--- src/rtl/spi_stat_pkg.sv ---
package spi_stat_pkg;
  localparam int NFLAG   = 6;
  localparam int F_DONE  = 0;
  localparam int F_QEND  = 1;
  localparam int F_UNDR  = 2;
  localparam int F_TFILL = 3;
  localparam int F_ROVF  = 4;
  localparam int F_RDRN  = 5;
  localparam int RUN_BIT = 30;

  // bit position of each flag inside the status word
  function automatic int flag_pos(input int idx);
    case (idx)
      F_DONE:  flag_pos = 31;
      F_QEND:  flag_pos = 28;
      F_UNDR:  flag_pos = 27;
      F_TFILL: flag_pos = 25;
      F_ROVF:  flag_pos = 19;
      default: flag_pos = 17;
    endcase
  endfunction
endpackage

--- src/rtl/spi_evt_decode.sv ---
module spi_evt_decode
  import spi_stat_pkg::*;
(
  input  logic             ev_frame_end,
  input  logic             frame_last,
  input  logic             slave_mode,
  input  logic             ev_slave_start,
  input  logic             tx_fifo_empty,
  input  logic             ev_rx_ovf,
  input  logic             ev_tx_fill,
  input  logic             ev_rx_drain,
  output logic [NFLAG-1:0] set_vec
);
  always_comb begin
    set_vec          = '0;
    set_vec[F_DONE]  = ev_frame_end;
    set_vec[F_QEND]  = ev_frame_end & frame_last;
    set_vec[F_UNDR]  = slave_mode & ev_slave_start & tx_fifo_empty;
    set_vec[F_TFILL] = ev_tx_fill;
    set_vec[F_ROVF]  = ev_rx_ovf;
    set_vec[F_RDRN]  = ev_rx_drain;
  end
endmodule

--- src/rtl/spi_flag_bank.sv ---
module spi_flag_bank #(
  parameter int N = 6
) (
  input  logic         clk,
  input  logic         rst,
  input  logic [N-1:0] set_vec,
  input  logic [N-1:0] clr_vec,
  input  logic         slave_mode,
  output logic [N-1:0] flags_d,
  output logic [N-1:0] flags_q
);
  for (genvar i = 0; i < N; i++) begin : g_flag
    assign flags_d[i] = set_vec[i] | (flags_q[i] & ~clr_vec[i]);

    always_ff @(posedge clk) begin
      if (rst) flags_q[i] <= 1'b0;
      else     flags_q[i] <= flags_d[i];
    end

    AST_CLR_NEEDS_W1: assert property (@(posedge clk) disable iff (rst)
      $fell(flags_q[i]) |-> $past(clr_vec[i]));
    AST_SET_WINS: assert property (@(posedge clk) disable iff (rst)
      set_vec[i] |=> flags_q[i]);
  end

  AST_UNDR_SLAVE_ONLY: assert property (@(posedge clk) disable iff (rst)
    $rose(flags_q[2]) |-> $past(slave_mode));
endmodule

--- src/rtl/spi_run_ctrl.sv ---
module spi_run_ctrl (
  input  logic clk,
  input  logic rst,
  input  logic qend_set,
  input  logic start_req,
  input  logic stop_req,
  output logic run_q
);
  logic run_d;

  always_comb begin
    run_d = run_q;
    if (qend_set || stop_req) run_d = 1'b0;
    else if (start_req)       run_d = 1'b1;
  end

  always_ff @(posedge clk) begin
    if (rst) run_q <= 1'b0;
    else     run_q <= run_d;
  end

  AST_START_RUNS: assert property (@(posedge clk) disable iff (rst)
    (start_req && !stop_req && !qend_set) |=> run_q);
endmodule

--- src/rtl/spi_status_reg.sv ---
module spi_status_reg
  import spi_stat_pkg::*;
#(
  parameter int          ADDR_W    = 8,
  parameter int          DATA_W    = 32,
  parameter int          CNT_W     = 4,
  parameter int          PTR_W     = 4,
  parameter logic [7:0]  STAT_ADDR = 8'h2C
) (
  input  logic              clk,
  input  logic              rst,
  input  logic [ADDR_W-1:0] addr,
  input  logic              wr_en,
  input  logic [DATA_W-1:0] wdata,
  output logic [DATA_W-1:0] rdata,
  input  logic              ev_frame_end,
  input  logic              frame_last,
  input  logic              slave_mode,
  input  logic              ev_slave_start,
  input  logic              tx_fifo_empty,
  input  logic              ev_rx_ovf,
  input  logic              ev_tx_fill,
  input  logic              ev_rx_drain,
  input  logic              start_req,
  input  logic              stop_req,
  input  logic              zero_mode,
  input  logic              mdis_mode,
  input  logic [CNT_W-1:0]  tx_cnt,
  input  logic [PTR_W-1:0]  tx_ptr,
  input  logic [CNT_W-1:0]  rx_cnt,
  input  logic [PTR_W-1:0]  rx_ptr,
  input  logic [NFLAG-1:0]  int_en,
  input  logic [1:0]        dma_sel,
  output logic              irq,
  output logic              dma_tx_req,
  output logic              dma_rx_req
);
  localparam int LOW_W = 2 * (CNT_W + PTR_W);
  localparam logic [ADDR_W-1:0] HIT_ADDR = ADDR_W'(STAT_ADDR);

  logic [NFLAG-1:0] set_vec, clr_vec, flags_d, flags_q, irq_mask;
  logic             run_q, addr_hit, wr_ok;
  logic [DATA_W-1:0] stat_word;
  logic             unused_wdata;

  assign addr_hit     = (addr == HIT_ADDR);
  assign wr_ok        = wr_en & addr_hit & ~mdis_mode;
  assign unused_wdata = ^wdata;

  for (genvar i = 0; i < NFLAG; i++) begin : g_clr
    assign clr_vec[i] = wr_ok & wdata[flag_pos(i)];
  end

  spi_evt_decode u_dec (
    .ev_frame_end  (ev_frame_end),
    .frame_last    (frame_last),
    .slave_mode    (slave_mode),
    .ev_slave_start(ev_slave_start),
    .tx_fifo_empty (tx_fifo_empty),
    .ev_rx_ovf     (ev_rx_ovf),
    .ev_tx_fill    (ev_tx_fill),
    .ev_rx_drain   (ev_rx_drain),
    .set_vec       (set_vec)
  );

  spi_flag_bank #(.N(NFLAG)) u_flags (
    .clk       (clk),
    .rst       (rst),
    .set_vec   (set_vec),
    .clr_vec   (clr_vec),
    .slave_mode(slave_mode),
    .flags_d   (flags_d),
    .flags_q   (flags_q)
  );

  spi_run_ctrl u_run (
    .clk      (clk),
    .rst      (rst),
    .qend_set (set_vec[F_QEND]),
    .start_req(start_req),
    .stop_req (stop_req),
    .run_q    (run_q)
  );

  always_comb begin
    stat_word = '0;
    stat_word[LOW_W-1:0] = {tx_cnt, tx_ptr, rx_cnt, rx_ptr};
    stat_word[RUN_BIT]   = run_q;
    for (int i = 0; i < NFLAG; i++) stat_word[flag_pos(i)] = flags_q[i];
  end

  always_comb begin
    irq_mask          = int_en;
    irq_mask[F_TFILL] = int_en[F_TFILL] & ~dma_sel[0];
    irq_mask[F_RDRN]  = int_en[F_RDRN] & ~dma_sel[1];
  end

  always_ff @(posedge clk) begin
    if (rst) begin
      rdata      <= '0;
      irq        <= 1'b0;
      dma_tx_req <= 1'b0;
      dma_rx_req <= 1'b0;
    end else begin
      rdata      <= (addr_hit && !zero_mode) ? stat_word : '0;
      irq        <= |(flags_d & irq_mask);
      dma_tx_req <= flags_d[F_TFILL] & dma_sel[0];
      dma_rx_req <= flags_d[F_RDRN] & dma_sel[1];
    end
  end

  AST_QEND_STOPS: assert property (@(posedge clk) disable iff (rst)
    $rose(flags_q[F_QEND]) |-> !run_q);
  AST_ZERO_READ: assert property (@(posedge clk) disable iff (rst)
    $past(zero_mode) |-> (rdata == '0));
  AST_MDIS_NO_CLR: assert property (@(posedge clk) disable iff (rst)
    mdis_mode |-> (clr_vec == '0));
endmodule

--- config.mk ---
export PLATFORM = sky130hd
export DESIGN_NAME = spi_status_reg
export DESIGN_NICKNAME = d
export VERILOG_FILES = /design/src/rtl/spi_stat_pkg.sv /design/src/rtl/spi_evt_decode.sv /design/src/rtl/spi_flag_bank.sv /design/src/rtl/spi_run_ctrl.sv /design/src/rtl/spi_status_reg.sv
export SDC_FILE = /design/constraint.sdc
export NUM_CORES = 1
export LEC_CHECK = 0
export BUFFER_PORTS_ARGS = -buffer_cell sky130_fd_sc_hd__buf_2
export CORE_UTILIZATION = 37
export CTS_BUF_LIST = sky130_fd_sc_hd__clkbuf_4
export DETAILED_ROUTE_END_ITERATION = 8
export PLACE_DENSITY = 0.81
export RECOVER_POWER = 50
export SLEW_MARGIN = 30
export SYNTH_ARGS = -nofsm -noshare
export SYNTH_HDL_FRONTEND = slang
export SYNTH_SLANG_ARGS = --single-unit
--- constraint.sdc ---
create_clock -name clk -period 1.8 [get_ports clk]
set_clock_uncertainty 0.1 [all_clocks]
set_input_delay 0.36 -clock clk [delete_from_list [all_inputs] [get_ports clk]]
set_output_delay 0.36 -clock clk [all_outputs]
set_load 0.03 [all_outputs]
==> impl_metrics.tcl <==
set metrics [dict create \
    cts_max_level 2 \
    cp_num_buf_inv 1 \
    outcome "finished clean" \
    whs_endpoint "u_run.run_q$_SDFFE_PP0P_" \
    hpwl_um 1960 \
    multi_input_area_um2 473 \
    clock-sinks 33 \
    hp-start "stop_req" \
    grt_max_degree 24 \
    synth-async-reset-ratio_pct 0 \
    final_common_cell "buf_2" \
    ys_seq_area_share_pct 54.5 \
    num_rows 20 \
    path_max_fanout 1 \
    synthAdderAreaFrac_pct 0 \
    syn_avg_cell_area_um2 10.6 \
    core_area_um2 3080 \
    synthFlopType "dfxtp_1" \
    synth-compound-area-share_pct 9.18 \
    drc 0 \
    power_mw 1.43 \
    reg2reg_depth 4 \
    die-area_um2 3510 \
    start_util_pct 39.4 \
    drive_above_1_share_pct 43.7 \
    post_cts_buffers 0 \
    synthSimpleGateAreaFrac_pct 28.0 \
    rsz0062_at_grt "no" \
    synth-seq-cells 33 \
    num-fill-cells 306 \
    final_cell_mix "buf_2, dfxtp_1, and2_1" \
    nNetsFinal 275 \
    finalSetupViolCount 0 \
    muxShareOfSynthArea_pct 0 \
    diodes 0 \
    drt-pass1-iter-count 4 \
    crit_cells 1 \
    final.period_utilization_pct 78.2 \
    p_leak_nw 0.838 \
    final_antenna_net_count 0 \
    worstSetupPathType "register to primary output" \
    mappedNetlistArea_um2 1210 \
    rr_startpoint "u_flags.flags_q[3]$_SDFF_PP0_" \
    drt-total-wl_um 2480 \
    pin_count 114 \
    viasPerCell 4.37 \
    syn_inst 114 \
    cts_root_buffer "clkbuf_4" \
    clk-insertion-delay-late_ps 320 \
    place_congestion 0.755 \
    die_h_um 59.2 \
    arrival_ps 950 \
    cp_slowest_cell "dfxtp_1" \
    cp-end-kind "primary output" \
    maxCapViolCount 0 \
    synth_cell_types 26 \
    yosys_warnings 0 \
    regArea_um2 661 \
    ir_drop_v 0.000430 \
    drv_slew 0 \
    synth_top_family_by_area "simple AND/OR/NAND/NOR gates" \
    avgRoutedWirePerCell_um 10.3 \
    cts_hold_buffers 0 \
    hold_depth 2 \
    grt_antenna_before_repair 0 \
    port_buffers 78 \
    start_kind "register" \
    cts.repair.resized 0 \
    synthToLayoutAreaGrowth_pct 38.3 \
    cp_slowest_stage_delay_ps 320 \
    worstPathCellList "clkbuf_1" \
    worstReg2RegEnd "irq$_SDFF_PP0_" \
    cellPowerDensity_nw_per_um2 851 \
    hold_viol_final 0 \
    vias 1052 \
    cts_tree "yes" \
    required_ps 1340 \
    synth_xor_area_share_pct 0 \
    cts_buffer_depth 2 \
    die_w_um 59.2 \
    tns_ps 0 \
    overflow 0 \
    clk_pin_slew_ps 100 \
    fin_crit_ps 1410 \
    r2r_slack_ps 530 \
    grt_pass1_vias 895 \
    worstHoldPathType "primary input to register" \
    cts_buffers 5 \
    synth-edff-count 0 \
    grt_first_pass_wirelength_um 3760 \
    fmax_mhz 711 \
    drtIter0Drc 26 \
    grt_use_total_pct 14.8 \
    critical-path-top-delay-family "flip-flops" \
]
[kinds of logic after synthesis]
| group | after synthesis |
|---|---|
| AO/OA/AOI/OAI | 16 |
| buffers and inverters | 13 |
| flip-flops | 33 |
| other | 1 |
| AND/OR/NAND/NOR | 51 |
[synthesized netlist by cell type, drive strengths merged (3+ instances only)]
| cell | instances | share of area (%) |
|---|---|---|
| a21oi | 5 | 2.1 |
| and2 | 23 | 12 |
| buf | 11 | 7.4 |
| dfxtp | 33 | 54 |
| nand2 | 5 | 1.5 |
| nor2 | 4 | 1.2 |
| nor2b | 5 | 2.6 |
| nor3b | 3 | 1.9 |
| o21ai | 4 | 1.7 |
| o221ai | 3 | 2.2 |
[final cells by class]
| type | instances | area share (%) |
|---|---|---|
| timing repair buffer | 79 | 24.2 |
| clock buffer | 6 | 2.69 |
| clock inverter | 2 | 2.01 |
| inverter | 1 | 0.224 |
| tap | 44 | 3.28 |
| sequential | 33 | 39.4 |
| multi-input combinational | 76 | 28.2 |
[registers in the layout, indices dropped and copies added, names as in the netlist]
name,count
rdata,23
u_flags.flags_q,6
dma_rx_req,1
dma_tx_req,1
irq,1
u_run.run_q,1
[power by group]
| group | switching (mW) | total [mW] | internal [mW] | leakage, nW |
|---|---|---|---|---|
| Combinational | 0.0765 | 0.142 | 0.0656 | 0.527 |
| Clock | 0.229 | 0.533 | 0.304 | 0.0433 |
| Sequential | 0.00809 | 0.752 | 0.744 | 0.268 |
| Total | 0.313 | 1.43 | 1.11 | 0.838 |
[how the worst max path moves through the flow]
stage                           from                    end  slack, ps
4_1_cts                      addr[1]         irq$_SDFF_PP0_        410
6_report       dma_rx_req$_SDFF_PP0_             dma_rx_req        390
3_5_place_dp                 addr[1]         irq$_SDFF_PP0_        100
5_1_grt                      addr[0]         irq$_SDFF_PP0_        350
2_1_floorplan                addr[1]  dma_rx_req$_SDFF_PP0_        380
3_3_place_gp                 addr[1]         irq$_SDFF_PP0_        150
[routing by layer]
layer	share of wire, %	GRT usage [%]	vias up
met5	0	0	-
li1	-	-	530
met1	38	14.8	457
met3	12	6.33	5
met4	1.7	8.16	0
met2	49	25.8	60
[per-stage QoR]
step	cells	utilization, %	setup slack [ps]	area, um^2	hold slack (ps)
after detailed placement	233	52.4	95.6	1610	347
final	241	54.5	393	1680	110
after floorplan	122	-	376	1240	331
after global routing	241	54.5	347	1680	104
after global placement	233	52.4	146	1610	341
after CTS	241	55.0	413	1690	90.9
No activity file was read; power rests on OpenSTA's default activity.
